**config.mk**
```make
export PLATFORM = sky130hd
export DESIGN_NAME = pwm_seq_channel
export DESIGN_NICKNAME = d
export VERILOG_FILES = /design/src/rtl/pwm_seq_pkg.sv /design/src/rtl/pwm_seq_refcmp.sv /design/src/rtl/pwm_seq_ramp.sv /design/src/rtl/pwm_seq_loops.sv /design/src/rtl/pwm_seq_trig.sv /design/src/rtl/pwm_seq_channel.sv
export SDC_FILE = /design/constraint.sdc
export NUM_CORES = 1
export LEC_CHECK = 0
export ABC_AREA = 1
export BUFFER_PORTS_ARGS = -buffer_cell sky130_fd_sc_hd__buf_2
export CAP_MARGIN = 20
export CORE_UTILIZATION = 57
export CTS_CLUSTER_SIZE = 12
export DETAILED_ROUTE_END_ITERATION = 6
export GPL_ROUTABILITY_DRIVEN = 0
export GPL_TIMING_DRIVEN = 0
export PLACE_DENSITY = 0.78
export SLEW_MARGIN = 5
export SYNTH_ARGS = -nofsm -noshare
export SYNTH_HDL_FRONTEND = slang
export SYNTH_HIERARCHICAL = 1
export SYNTH_SLANG_ARGS = --single-unit
```
**constraint.sdc**
```tcl
create_clock -name clk_i -period 2.4 [get_ports clk_i]
set_clock_uncertainty 0.15 [all_clocks]
set_input_delay 0.48 -clock clk_i [delete_from_list [all_inputs] [get_ports clk_i]]
set_output_delay 0.48 -clock clk_i [all_outputs]
set_load 0.02 [all_outputs]
```
**src/rtl/pwm_seq_pkg.sv**
```systemverilog
package pwm_seq_pkg;
  localparam int unsigned N_TRIG = 3;

  typedef enum logic [2:0] {
    K_RAMP, K_SMAX, K_SMIN, K_GTS, K_BRANCH, K_END, K_TRIG, K_BAD
  } kind_e;

  function automatic kind_e decode(input logic [15:0] w);
    kind_e k;
    if (!w[15]) begin
      if (w[13:0] == 14'h007F)                   k = K_SMAX;
      else if (w[13:0] == 14'h00FF)              k = K_SMIN;
      else if (w[13:0] == 14'h0000)              k = K_GTS;
      else if (w[6:0] == 7'd0 || w[6:0] == 7'h7F) k = K_BAD;
      else                                        k = K_RAMP;
    end else begin
      unique case (w[14:13])
        2'b01:   k = K_BRANCH;
        2'b10:   k = K_END;
        2'b11:   k = K_TRIG;
        default: k = K_BAD;
      endcase
    end
    return k;
  endfunction
endpackage

```
**src/rtl/pwm_seq_refcmp.sv**
```systemverilog
module pwm_seq_refcmp #(
  parameter int unsigned W = 8
) (
  input  logic         clk_i,
  input  logic         rst_ni,
  input  logic         clr_i,
  input  logic         tick_i,
  input  logic [W-1:0] level_i,
  output logic         pwm_o
);
  logic [W-1:0] ref_q;

  always_ff @(posedge clk_i or negedge rst_ni) begin
    if (!rst_ni)     ref_q <= '0;
    else if (clr_i)  ref_q <= '0;
    else if (tick_i) ref_q <= ref_q + 1'b1;
  end

  assign pwm_o = ref_q > level_i;

  p_ref_wrap_r1: assert property (@(posedge clk_i) disable iff (!rst_ni)
    (!clr_i && tick_i && ref_q == '1) |=> ref_q == '0);
endmodule

```
**src/rtl/pwm_seq_ramp.sv**
```systemverilog
module pwm_seq_ramp #(
  parameter int unsigned DIV_LO = 16,
  parameter int unsigned DIV_HI = 512,
  parameter int unsigned INC_W  = 7,
  parameter int unsigned STEP_W = 6
) (
  input  logic              clk_i,
  input  logic              rst_ni,
  input  logic              clr_i,
  input  logic              tick_i,
  input  logic              start_i,
  input  logic [INC_W-1:0]  units_i,
  input  logic [STEP_W-1:0] len_i,
  input  logic              slow_i,
  input  logic              down_i,
  output logic              busy_o,
  output logic              down_o,
  output logic              step_o,
  output logic              last_o
);
  localparam int unsigned PRE_W = $clog2(DIV_HI);

  logic              busy_q, down_q, slow_q;
  logic [INC_W-1:0]  left_q;
  logic [STEP_W-1:0] len_q, stp_q;
  logic [PRE_W-1:0]  pre_q;
  logic              pre_end, stp_end;

  assign pre_end = pre_q == (slow_q ? PRE_W'(DIV_HI - 1) : PRE_W'(DIV_LO - 1));
  assign stp_end = stp_q == (len_q - STEP_W'(1));
  assign step_o  = busy_q & tick_i & pre_end & stp_end;
  assign last_o  = step_o & (left_q == INC_W'(1));
  assign busy_o  = busy_q;
  assign down_o  = down_q;

  always_ff @(posedge clk_i or negedge rst_ni) begin
    if (!rst_ni) begin
      busy_q <= 1'b0; down_q <= 1'b0; slow_q <= 1'b0;
      left_q <= '0; len_q <= '0; stp_q <= '0; pre_q <= '0;
    end else if (clr_i) begin
      busy_q <= 1'b0; left_q <= '0; stp_q <= '0; pre_q <= '0;
    end else if (start_i) begin
      busy_q <= 1'b1; left_q <= units_i; len_q <= len_i;
      slow_q <= slow_i; down_q <= down_i; stp_q <= '0; pre_q <= '0;
    end else if (busy_q && tick_i) begin
      if (pre_end) begin
        pre_q <= '0;
        if (stp_end) begin
          stp_q  <= '0;
          left_q <= left_q - 1'b1;
          if (left_q == INC_W'(1)) busy_q <= 1'b0;
        end else begin
          stp_q <= stp_q + 1'b1;
        end
      end else begin
        pre_q <= pre_q + 1'b1;
      end
    end
  end

  p_start_idle_r5: assert property (@(posedge clk_i) disable iff (!rst_ni)
    start_i |-> !busy_q);
  p_left_nz_r5: assert property (@(posedge clk_i) disable iff (!rst_ni)
    busy_q |-> (left_q != '0 && len_q != '0));
endmodule

```
**src/rtl/pwm_seq_loops.sv**
```systemverilog
module pwm_seq_loops #(
  parameter int unsigned SEL_W = 2,
  parameter int unsigned CNT_W = 4
) (
  input  logic             clk_i,
  input  logic             rst_ni,
  input  logic             clr_i,
  input  logic             hit_i,
  input  logic [SEL_W-1:0] sel_i,
  input  logic [CNT_W-1:0] limit_i,
  output logic             at_limit_o
);
  localparam int unsigned N = 1 << SEL_W;

  logic [CNT_W-1:0] cnt_q [N];

  assign at_limit_o = cnt_q[sel_i] == limit_i;

  for (genvar g = 0; g < N; g++) begin : g_lc
    always_ff @(posedge clk_i or negedge rst_ni) begin
      if (!rst_ni)     cnt_q[g] <= '0;
      else if (clr_i)  cnt_q[g] <= '0;
      else if (hit_i && sel_i == SEL_W'(g))
        cnt_q[g] <= at_limit_o ? '0 : cnt_q[g] + 1'b1;
    end

    p_wrap_clear_r6: assert property (@(posedge clk_i) disable iff (!rst_ni)
      (hit_i && sel_i == SEL_W'(g) && at_limit_o) |=> cnt_q[g] == '0);
    p_count_up_r6: assert property (@(posedge clk_i) disable iff (!rst_ni)
      (hit_i && sel_i == SEL_W'(g) && !at_limit_o) |=> cnt_q[g] == $past(cnt_q[g]) + 1'b1);
  end
endmodule

```
**src/rtl/pwm_seq_trig.sv**
```systemverilog
module pwm_seq_trig #(
  parameter int unsigned N = 3
) (
  input  logic         clk_i,
  input  logic         rst_ni,
  input  logic         clr_i,
  input  logic [N-1:0] in_i,
  input  logic [N-1:0] take_i,
  output logic [N-1:0] pend_o
);
  logic [N-1:0] pend_q;

  always_ff @(posedge clk_i or negedge rst_ni) begin
    if (!rst_ni)    pend_q <= '0;
    else if (clr_i) pend_q <= '0;
    else            pend_q <= (pend_q & ~take_i) | in_i;
  end

  assign pend_o = pend_q;

  p_latch_r8: assert property (@(posedge clk_i) disable iff (!rst_ni)
    !clr_i |=> (pend_q & $past(in_i)) == $past(in_i));
  p_take_held_r8: assert property (@(posedge clk_i) disable iff (!rst_ni)
    (take_i & ~pend_q) == '0);
endmodule

```
**src/rtl/pwm_seq_channel.sv**
```systemverilog
module pwm_seq_channel
  import pwm_seq_pkg::*;
#(
  parameter int unsigned PC_W   = 6,
  parameter int unsigned LVL_W  = 8,
  parameter int unsigned DIV_LO = 16,
  parameter int unsigned DIV_HI = 512
) (
  input  logic              clk_i,
  input  logic              rst_ni,
  input  logic              tick_i,
  input  logic              en_i,
  output logic [PC_W-1:0]   imem_addr_o,
  input  logic [15:0]       imem_data_i,
  input  logic [N_TRIG-1:0] trig_in_i,
  output logic [N_TRIG-1:0] trig_out_o,
  output logic              pwm_o,
  output logic              end_irq_o,
  output logic              invalid_o
);
  localparam int unsigned INC_W  = 7;
  localparam int unsigned STEP_W = 6;
  localparam int unsigned LSEL_W = 2;
  localparam int unsigned LCNT_W = 4;
  localparam logic [LVL_W-1:0] LVL_MAX = '1;

  logic [PC_W-1:0]   pc_q, pc_d, pc_inc, br_tgt;
  logic [LVL_W-1:0]  lvl_q, lvl_d, lvl_imm;
  logic [LVL_W:0]    up_sum;
  logic              inv_q, irq_q;
  logic [N_TRIG-1:0] tout_q, pend, take;
  kind_e             kind;
  logic              halt, exec, bad, clr;
  logic              r_busy, r_down, r_step, r_last, r_start;
  logic              lc_hit, lc_at, br_nop, trig_ok;

  // field views
  logic [INC_W-1:0]  f_inc;
  logic [STEP_W-1:0] f_len, f_dist;
  logic [LSEL_W-1:0] f_sel;
  logic [LCNT_W-1:0] f_cnt;
  logic [N_TRIG-1:0] f_wait, f_send;

  assign f_inc  = imem_data_i[6:0];
  assign f_len  = imem_data_i[13:8];
  assign f_sel  = imem_data_i[12:11];
  assign f_cnt  = imem_data_i[10:7];
  assign f_dist = imem_data_i[5:0];
  assign f_wait = imem_data_i[9:7];
  assign f_send = imem_data_i[3:1];

  assign kind    = decode(imem_data_i);
  assign halt    = !en_i || inv_q;
  assign exec    = tick_i && !halt && !r_busy;
  assign bad     = exec && kind == K_BAD;
  assign clr     = halt || bad;
  assign pc_inc  = pc_q + 1'b1;
  assign br_nop  = imem_data_i[6] && f_dist == '0;
  assign br_tgt  = imem_data_i[6] ? pc_q - PC_W'(f_dist) : PC_W'(f_dist);
  assign lc_hit  = exec && kind == K_BRANCH && f_cnt != '0 && !br_nop;
  assign trig_ok = (pend & f_wait) == f_wait;
  assign take    = (exec && kind == K_TRIG && trig_ok) ? f_wait : '0;
  assign r_start = exec && kind == K_RAMP && f_len != '0;

  assign up_sum  = {1'b0, lvl_q} + (LVL_W+1)'(f_inc);
  always_comb begin
    if (imem_data_i[7])
      lvl_imm = ({1'b0, lvl_q} < (LVL_W+1)'(f_inc)) ? '0 : lvl_q - LVL_W'(f_inc);
    else
      lvl_imm = up_sum[LVL_W] ? LVL_MAX : up_sum[LVL_W-1:0];
  end

  always_comb begin
    pc_d  = pc_q;
    lvl_d = lvl_q;
    if (tick_i && !halt && r_busy) begin
      if (r_step)
        lvl_d = r_down ? ((lvl_q == '0) ? lvl_q : lvl_q - 1'b1)
                       : ((lvl_q == LVL_MAX) ? lvl_q : lvl_q + 1'b1);
      if (r_last) pc_d = pc_inc;
    end else if (exec) begin
      unique case (kind)
        K_RAMP: if (f_len == '0) begin lvl_d = lvl_imm; pc_d = pc_inc; end
        K_SMAX: begin lvl_d = LVL_MAX; pc_d = pc_inc; end
        K_SMIN: begin lvl_d = '0; pc_d = pc_inc; end
        K_GTS:  pc_d = '0;
        K_BRANCH: begin
          if (br_nop)              pc_d = pc_inc;
          else if (f_cnt == '0)    pc_d = br_tgt;
          else if (lc_at)          pc_d = pc_inc;
          else                     pc_d = br_tgt;
        end
        K_END: begin
          if (imem_data_i[11]) begin pc_d = '0; lvl_d = LVL_MAX; end
          else pc_d = pc_inc;
        end
        K_TRIG: if (trig_ok) pc_d = pc_inc;
        default: ;
      endcase
    end
  end

  always_ff @(posedge clk_i or negedge rst_ni) begin
    if (!rst_ni) begin
      pc_q <= '0; lvl_q <= LVL_MAX; inv_q <= 1'b0; irq_q <= 1'b0; tout_q <= '0;
    end else begin
      irq_q  <= exec && kind == K_END && imem_data_i[12];
      tout_q <= (exec && kind == K_TRIG && trig_ok) ? f_send : '0;
      if (!en_i)    inv_q <= 1'b0;
      else if (bad) inv_q <= 1'b1;
      if (clr) begin
        pc_q <= '0; lvl_q <= LVL_MAX;
      end else begin
        pc_q <= pc_d; lvl_q <= lvl_d;
      end
    end
  end

  pwm_seq_refcmp #(.W(LVL_W)) i_refcmp (
    .clk_i, .rst_ni, .clr_i(clr), .tick_i, .level_i(lvl_q), .pwm_o
  );

  pwm_seq_ramp #(.DIV_LO(DIV_LO), .DIV_HI(DIV_HI), .INC_W(INC_W), .STEP_W(STEP_W)) i_ramp (
    .clk_i, .rst_ni, .clr_i(clr), .tick_i, .start_i(r_start),
    .units_i(f_inc), .len_i(f_len), .slow_i(imem_data_i[14]), .down_i(imem_data_i[7]),
    .busy_o(r_busy), .down_o(r_down), .step_o(r_step), .last_o(r_last)
  );

  pwm_seq_loops #(.SEL_W(LSEL_W), .CNT_W(LCNT_W)) i_loops (
    .clk_i, .rst_ni, .clr_i(clr), .hit_i(lc_hit), .sel_i(f_sel),
    .limit_i(f_cnt), .at_limit_o(lc_at)
  );

  pwm_seq_trig #(.N(N_TRIG)) i_trig (
    .clk_i, .rst_ni, .clr_i(clr), .in_i(trig_in_i), .take_i(take), .pend_o(pend)
  );

  assign imem_addr_o = pc_q;
  assign end_irq_o   = irq_q;
  assign trig_out_o  = tout_q;
  assign invalid_o   = inv_q;

  p_halt_clear_r10: assert property (@(posedge clk_i) disable iff (!rst_ni)
    !en_i |=> (imem_addr_o == '0 && !invalid_o && !pwm_o));
  p_max_low_r1: assert property (@(posedge clk_i) disable iff (!rst_ni)
    lvl_q == LVL_MAX |-> !pwm_o);
  p_inv_hold_r9: assert property (@(posedge clk_i) disable iff (!rst_ni)
    (invalid_o && en_i) |=> invalid_o);
  p_irq_tick_r7: assert property (@(posedge clk_i) disable iff (!rst_ni)
    end_irq_o |-> $past(tick_i));
  p_ramp_hold_r5: assert property (@(posedge clk_i) disable iff (!rst_ni)
    (en_i && !inv_q && r_busy && !r_last) |=> imem_addr_o == $past(imem_addr_o));
endmodule

```
# After elaboration in Yosys (flattened, before gate mapping)
# Index checks and enable logic that the tools add are counted.
[word_totals] reg_bits=77 in_bits=23 out_inout_bits=12 wordCells=205
[op_classes] n_addsub=15 order_cmp=3 n_eq_ne=30 mux=74 bitwise=10 reduce_logical=55
[op_table] op="$mux W8" count=14
[op_table] op="$mux W6" count=16
[op_table] op="$mux W4" count=14
[op_table] op="$mux W9" count=5
[op_table] op="$pmux W6 S6" count=1
[op_table] op="$mux W7" count=5
[op_table] op="$pmux W8 S4" count=1
[op_table] op="$mux W3" count=8
[op_table] op="$logic_and A1 B1 Y1" count=19
[op_table] op="$add A4 B1 Y4 const B" count=4
[op_table] op="$add A8 B1 Y8 const B" count=2
[op_table] op="$reduce_bool A3 Y1" count=5
[op_table] op="$eq A14 B7 Y1 const B" count=1
[op_table] op="$eq A14 B8 Y1 const B" count=1
[op_table] op="$logic_not A14 Y1" count=1
[op_table] op="$add A6 B1 Y6 const B" count=2
[op_table] op="$eq A3 B3 Y1 const B" count=4
[op_table] op="$logic_not A6 Y1" count=2
[op_table] op="$reduce_bool A6 Y1" count=2
[op_table] op="$reduce_bool A2 Y1" count=5
[op_table] op="$add A8 B7 Y9" count=1
[op_table] op="$add A9 B1 Y9 const B" count=1
[op_table] op="$eq A9 B9 Y1" count=1
[op_table] op="$bmux W4 S2" count=1
[op_table] op="other kinds (46)" count=71

# Depth between registers and ports, before layout
[logic_depth] ltp_word=15 depth_mapped=19 mapped_depth_nobuf=19

# By module
# The synthesis kept the hierarchy.
[by_module_without_submodules] mod="pwm_seq_channel" instances=1 cells_per_inst=492 area_each_um2=2954.1 seq_area_each_um2=485.5
[by_module_without_submodules] mod="pwm_seq_ramp" instances=1 cells_per_inst=254 area_each_um2=1921.8 seq_area_each_um2=775.7
[by_module_without_submodules] mod="pwm_seq_loops" instances=1 cells_per_inst=149 area_each_um2=1047.3 seq_area_each_um2=400.4
[by_module_without_submodules] mod="pwm_seq_refcmp" instances=1 cells_per_inst=86 area_each_um2=636.9 seq_area_each_um2=200.2
[by_module_without_submodules] mod="pwm_seq_trig" instances=1 cells_per_inst=15 area_each_um2=123.9 seq_area_each_um2=75.1

# Worst setup path before layout
# Ideal clock, no wire load.
[synth_timing] kind="input-to-reg" from="in imem_data_i[13]" to="reg i_ramp.down_q, in the netlist i_ramp/down_o" setup_time_ps=125 arrival_time_ps=2471 t_required_ps=2125 setup_slack_ps=-346 path_stages=9 n_path_buf=0 cell_sequence="inv_1 > ha_1 > or2_2 > nand2_2 > nand2_2 > o21ai_4 > inv_1 > nand2_1 > mux2_2"
[synth_between] elab_chain_len=10 word_cells_on_any_way=20 classes_between="eq/ne (6); mux (5); bitwise (1); reduce/logical (8)"
[synth_lines] element="from (decl)" line="pwm_seq_channel.sv:14" text="input logic [15:0] imem_data_i,"
[synth_lines] element="$logic_not A14 Y1" line="pwm_seq_pkg.sv:13" text="else if (w[13:0] == 14'h0000) k = K_GTS;"
[synth_lines] element="$mux W3" line="pwm_seq_pkg.sv:13"
[synth_lines] element="$mux W3" line="pwm_seq_pkg.sv:12" text="else if (w[13:0] == 14'h00FF) k = K_SMIN;"
[synth_lines] element="$mux W3" line="pwm_seq_pkg.sv:11" text="if (w[13:0] == 14'h007F) k = K_SMAX;"
[synth_lines] element="$mux W3 *" line="pwm_seq_pkg.sv:10" text="if (!w[15]) begin"
[synth_lines] element="$eq A3 B3 Y1 *" line="pwm_seq_channel.sv:55" text="assign bad = exec && kind == K_BAD;"
[synth_lines] element="$logic_and A1 B1 Y1 *" line="pwm_seq_channel.sv:55"
[synth_lines] element="$logic_or A1 B1 Y1 *" line="pwm_seq_channel.sv:56" text="assign clr = halt || bad;"
[synth_lines] element="via clr" line="pwm_seq_channel.sv:33" text="logic halt, exec, bad, clr;"
[synth_lines] element="$not A1 Y1 (no source line) *"
[synth_lines] element="$reduce_and A2 Y1 (no source line) *"
[synth_lines] element="to (signal assigned)" line="pwm_seq_ramp.sv:38" text="busy_q <= 1'b0; down_q <= 1'b0; slow_q <= 1'b0;"
[synth_lines] element="to (signal assigned)" line="pwm_seq_ramp.sv:44" text="slow_q <= slow_i; down_q <= down_i; stp_q <= '0; pre_q <= '0;"
[synth_lines] element="to (decl)" line="pwm_seq_ramp.sv:23" text="logic busy_q, down_q, slow_q;"
# Mark *: on every way through the listed nets, which the timed path passes. The rest lies on a longest branch.
# A chain may end at the register's enable or synchronous reset.

# Worst setup path after layout
[layout_timing] from="reg lvl_q[0]" to="reg lvl_q[2]"
[layout_between] elab_chain_len=8 word_cells_on_any_way=22 classes_between="add/sub (4); order compare (1); eq/ne (3); mux (12); reduce/logical (2)"
[layout_lines] element="from (decl)" line="pwm_seq_channel.sv:28" text="logic [LVL_W-1:0] lvl_q, lvl_d, lvl_imm;"
[layout_lines] element="from (signal assigned)" line="pwm_seq_channel.sv:114" text="pc_q <= pc_d; lvl_q <= lvl_d;"
[layout_lines] element="$add A8 B7 Y9, or another cell as far along" line="pwm_seq_channel.sv:65" text="assign up_sum = {1'b0, lvl_q} + (LVL_W+1)'(f_inc);"
[layout_lines] element="$mux W8, on equally long branches" line="pwm_seq_channel.sv:70, pwm_seq_channel.sv:68"
[layout_lines] element="$mux W8" line="pwm_seq_channel.sv:67" text="if (imem_data_i[7])"
[layout_lines] element="$mux W8" line="pwm_seq_channel.sv:83" text="K_RAMP: if (f_len == '0) begin lvl_d = lvl_imm; pc_d = pc_inc; end"
[layout_lines] element="$pmux W8 S4" line="pwm_seq_channel.sv:82" text="unique case (kind)"
[layout_lines] element="$mux W8" line="pwm_seq_channel.sv:81" text="end else if (exec) begin"
[layout_lines] element="$mux W8" line="pwm_seq_channel.sv:76" text="if (tick_i && !halt && r_busy) begin"
[layout_lines] element="$mux W8" line="pwm_seq_channel.sv:111" text="if (clr) begin"
# Several ways; a longest one is shown, not always the timed one. The select of a mux whose other input is x is not followed.

==> flow_summary.toml <==
[drt]
vias = 6953
firstDrtPassIters = 5
met3_length_mm = 1.28
wl_mm = 19.0
avgViaCountPerCell = 5.57
wl_met1_mm = 8.31
drc_errors = 0
drtIter0Drc = 580
dr_wl_met2_mm = 8.86
wl_per_cell_um = 15.2
top_layer_used = "met4"
postRouteAntennaNets = 0

[timing]
post-route-period-util = 1.04
min_period_ns = 2.49
tightest_slew_ns = 0.441
whs_ns = 0.195
hold_viol_final = 0
slew_headroom = 0.706
rsz0062_at_grt = "true"
setup_viol = 10
worst_slack_ns = -0.0893
drv_slew = 0
fmax_mhz = 402

[grt]
grt_pass1_wl_mm = 29.4
grtUsageTotal = 0.315
grt_pass1_vias = 6271
grt_overflow_total = 0
grt_start_max_net_pins = 47
antenna_found_initial = 0

[synthesis]
synth_ff_type = "dfrtp_1"
synth.cell_area_um2 = 6680
synthArstFlopShare = 1.00
syn_inst = 996
ys_ff_latch = 77
avgSynthCellArea_um2 = 6.71
yosys.area.top_type = "dfrtp_1"
synth_edf_count = 0
ys_top_cells_by_area = "dfrtp_1 26%, nand2_1 17%, ha_1 8.6%, inv_1 7.5%, nand3_1 7.3%"
synth_nets = 1069
yosys_warnings = 6
synth-seq-area-share = 0.290
synth_top_area_share = 0.258
synth_cell_types = 50

[layout]
drive_gt1_frac = 0.262
n_antenna_cell = 0
fin_nets = 1173
fillers = 895
final_common_cell = "nand2_1"
seq_area_um2 = 1940
multi_input_area_um2 = 4630
final_cell_mix = "281 x nand2_1, 109 x inv_1, 85 x nand3_1"
area_growth_syn_to_layout_pct = 26.9

[worst_setup_path]
cp_cell_sequence = "buf_4, ha_4, inv_1, fa_2, inv_2, nand3_1, nand2_2, a21oi_2, or2_4, o211ai_1, nand2_1, nand3_1, nand3_1, nand2_1"
cp_num_buf_inv = 3
reg2regPathDepth = 14
crit_fanout = 6
cp_slowest_cell = "dfstp_2"
worst-path-stages = 14
cp_common_cell = "nand3_1"
ff2ff_setup_slack_ns = -0.09
arrival_ns = 2.64
start_kind = "flip-flop"
crit_path_end_kind = "flip-flop"
worstSetupPathType = "flip-flop to flip-flop"
crit_path_max_incr_delay_ns = 0.57
crit_required_ns = 2.55
path_delay_family = "simple AND/OR/NAND/NOR gates"

[clocking]
tritoncts = "yes"
clockBufferDepth = 2
cts.sinks = 77
clock_latency_ns = 0.36
cts_made_buffers = 9
root_buffer = "clkbuf_16"
clkTransAtPathRegs_ns = 0.07
htreeDepth = 3

[pwr]
total_power_mw = 6.00
power_density_nw_per_um2 = 708
ir_drop_uv = 692
leakagePower_nw = 4.40

[status]
outcome = "finished, violations left"
violations = "setup timing"

[floorplanning]
placementRows = 39
die_h_um = 110
dieArea_um2 = 12200
core_area_um2 = 11400
start_util = 0.585
fp.dieW_um = 110
io_pins = 35

[placement]
io_buffers = 34
hpwlAfterDp_mm = 12.3

[hold_path]
hold_class = "primary input to flip-flop"
hold_depth = 3

[job]
drv_cap = 0
## path summary, 6_finish.rpt
kind / from / end
min in group asynchronous: rst_ni / i_ramp/pre_q[6]$_DFFE_PN0P_
hold reg to reg: i_ramp/left_q[5]$_DFFE_PN0P_ / i_ramp/left_q[5]$_DFFE_PN0P_
max in group asynchronous: rst_ni / imem_addr_o[0]$_DFFE_PN0P_
hold / removal: trig_in_i[1] / i_trig/pend_o[1]$_DFF_PN0_
setup reg to reg: lvl_q[0]$_DFFE_PN1P_ / lvl_q[2]$_DFFE_PN1P_
setup / recovery: lvl_q[0]$_DFFE_PN1P_ / lvl_q[2]$_DFFE_PN1P_
## sequential cells by signal (all words and copies together), names as in the netlist, 3 cells and up
name / cells
i_loops/cnt_q: 16
i_ramp/left_q: 7
i_ramp/len_q: 6
i_ramp/pre_q: 9
i_ramp/stp_q: 6
i_refcmp/ref_q: 8
i_trig/pend_o: 3
imem_addr_o: 6
lvl_q: 8
trig_out_o: 3
## report_power, final
group          total (mW)  switching, mW  internal (mW)  leakage, nW
sequential           1.70          0.201           1.50        0.998
clock                1.47          0.632          0.842        0.149
combinational        2.82           1.66           1.17         3.25
## final cells by class
cell class                 instances  share of cell area
clock inverter                     6             0.00811
timing repair buffer              95              0.0868
sequential                        77               0.229
buffer                            14              0.0142
multi-input combinational        759               0.546
inverter                         144              0.0676
clock buffer                      10              0.0282
tap                              143              0.0211
## logic make-up after synthesis
| group | count (synthesis) | share of synthesized area |
|---|---|---|
| AO/OA/AOI/OAI | 106 | 0.0870 |
| adder cells (fa/ha/maj) | 50 | 0.0981 |
| AND/OR/NAND/NOR | 572 | 0.387 |
| buffers and inverters | 160 | 0.0968 |
| flip-flops | 77 | 0.290 |
| multiplexers | 3 | 0.00505 |
| XOR/XNOR | 28 | 0.0367 |
## tightest hold or removal path: stages
cell,delay [ns]
buf_2,0.09
inv_1,0.04
a21oi_1,0.05
## cells in the mapped netlist (2+ instances only)
cell,number
nor3_1,14
dfstp_2,8
nor3_2,3
nor2_1,79
nand3_1,98
nand2_1,300
nor2_2,7
nand2_4,6
nand4_1,37
a21o_1,2
buf_4,3
nor2_4,2
ha_1,46
mux2_2,3
inv_2,10
nand3b_1,2
inv_1,133
or2_2,7
dfrtp_1,69
buf_2,8
a21oi_1,62
o21ai_0,28
nand2_2,10
o211ai_1,2
buf_6,3
fa_1,4
xnor2_1,5
xor2_1,23
## through the flow
stage	util	instances	setup TNS [ns]	area [um2]	setup slack (ns)
finish	0.743	1248	-0.388	8480	-0.0893
global route	0.743	1248	-1.33	8480	-0.157
CTS	0.696	1220	-0.0749	7950	-0.0744
detailed placement	0.627	1174	-41.19	7160	-0.837
global placement	0.625	1173	-39.40	7130	-0.782
floorplan	-	996	-0.839	6790	-0.133
## what timing repair did
| item | in CTS | in global routing |
|---|---|---|
| gates cloned | 0 | 0 |
| setup buffers | 31 | 28 |
| pin swaps | 15 | 44 |
| gates resized for setup | 55 | 83 |
| hold endpoints to repair | 23 | 0 |
| hold buffers | 1 | 0 |
| setup endpoints to repair | 70 | 48 |
## routing by layer
layer / up-vias / GRT usage
li1: 3429 / -
met1: 3184 / 0.423
met2: 281 / 0.501
met3: 59 / 0.0653
met4: 0 / 0.115
met5: - / 0
(Power assumes the default switching activity.)
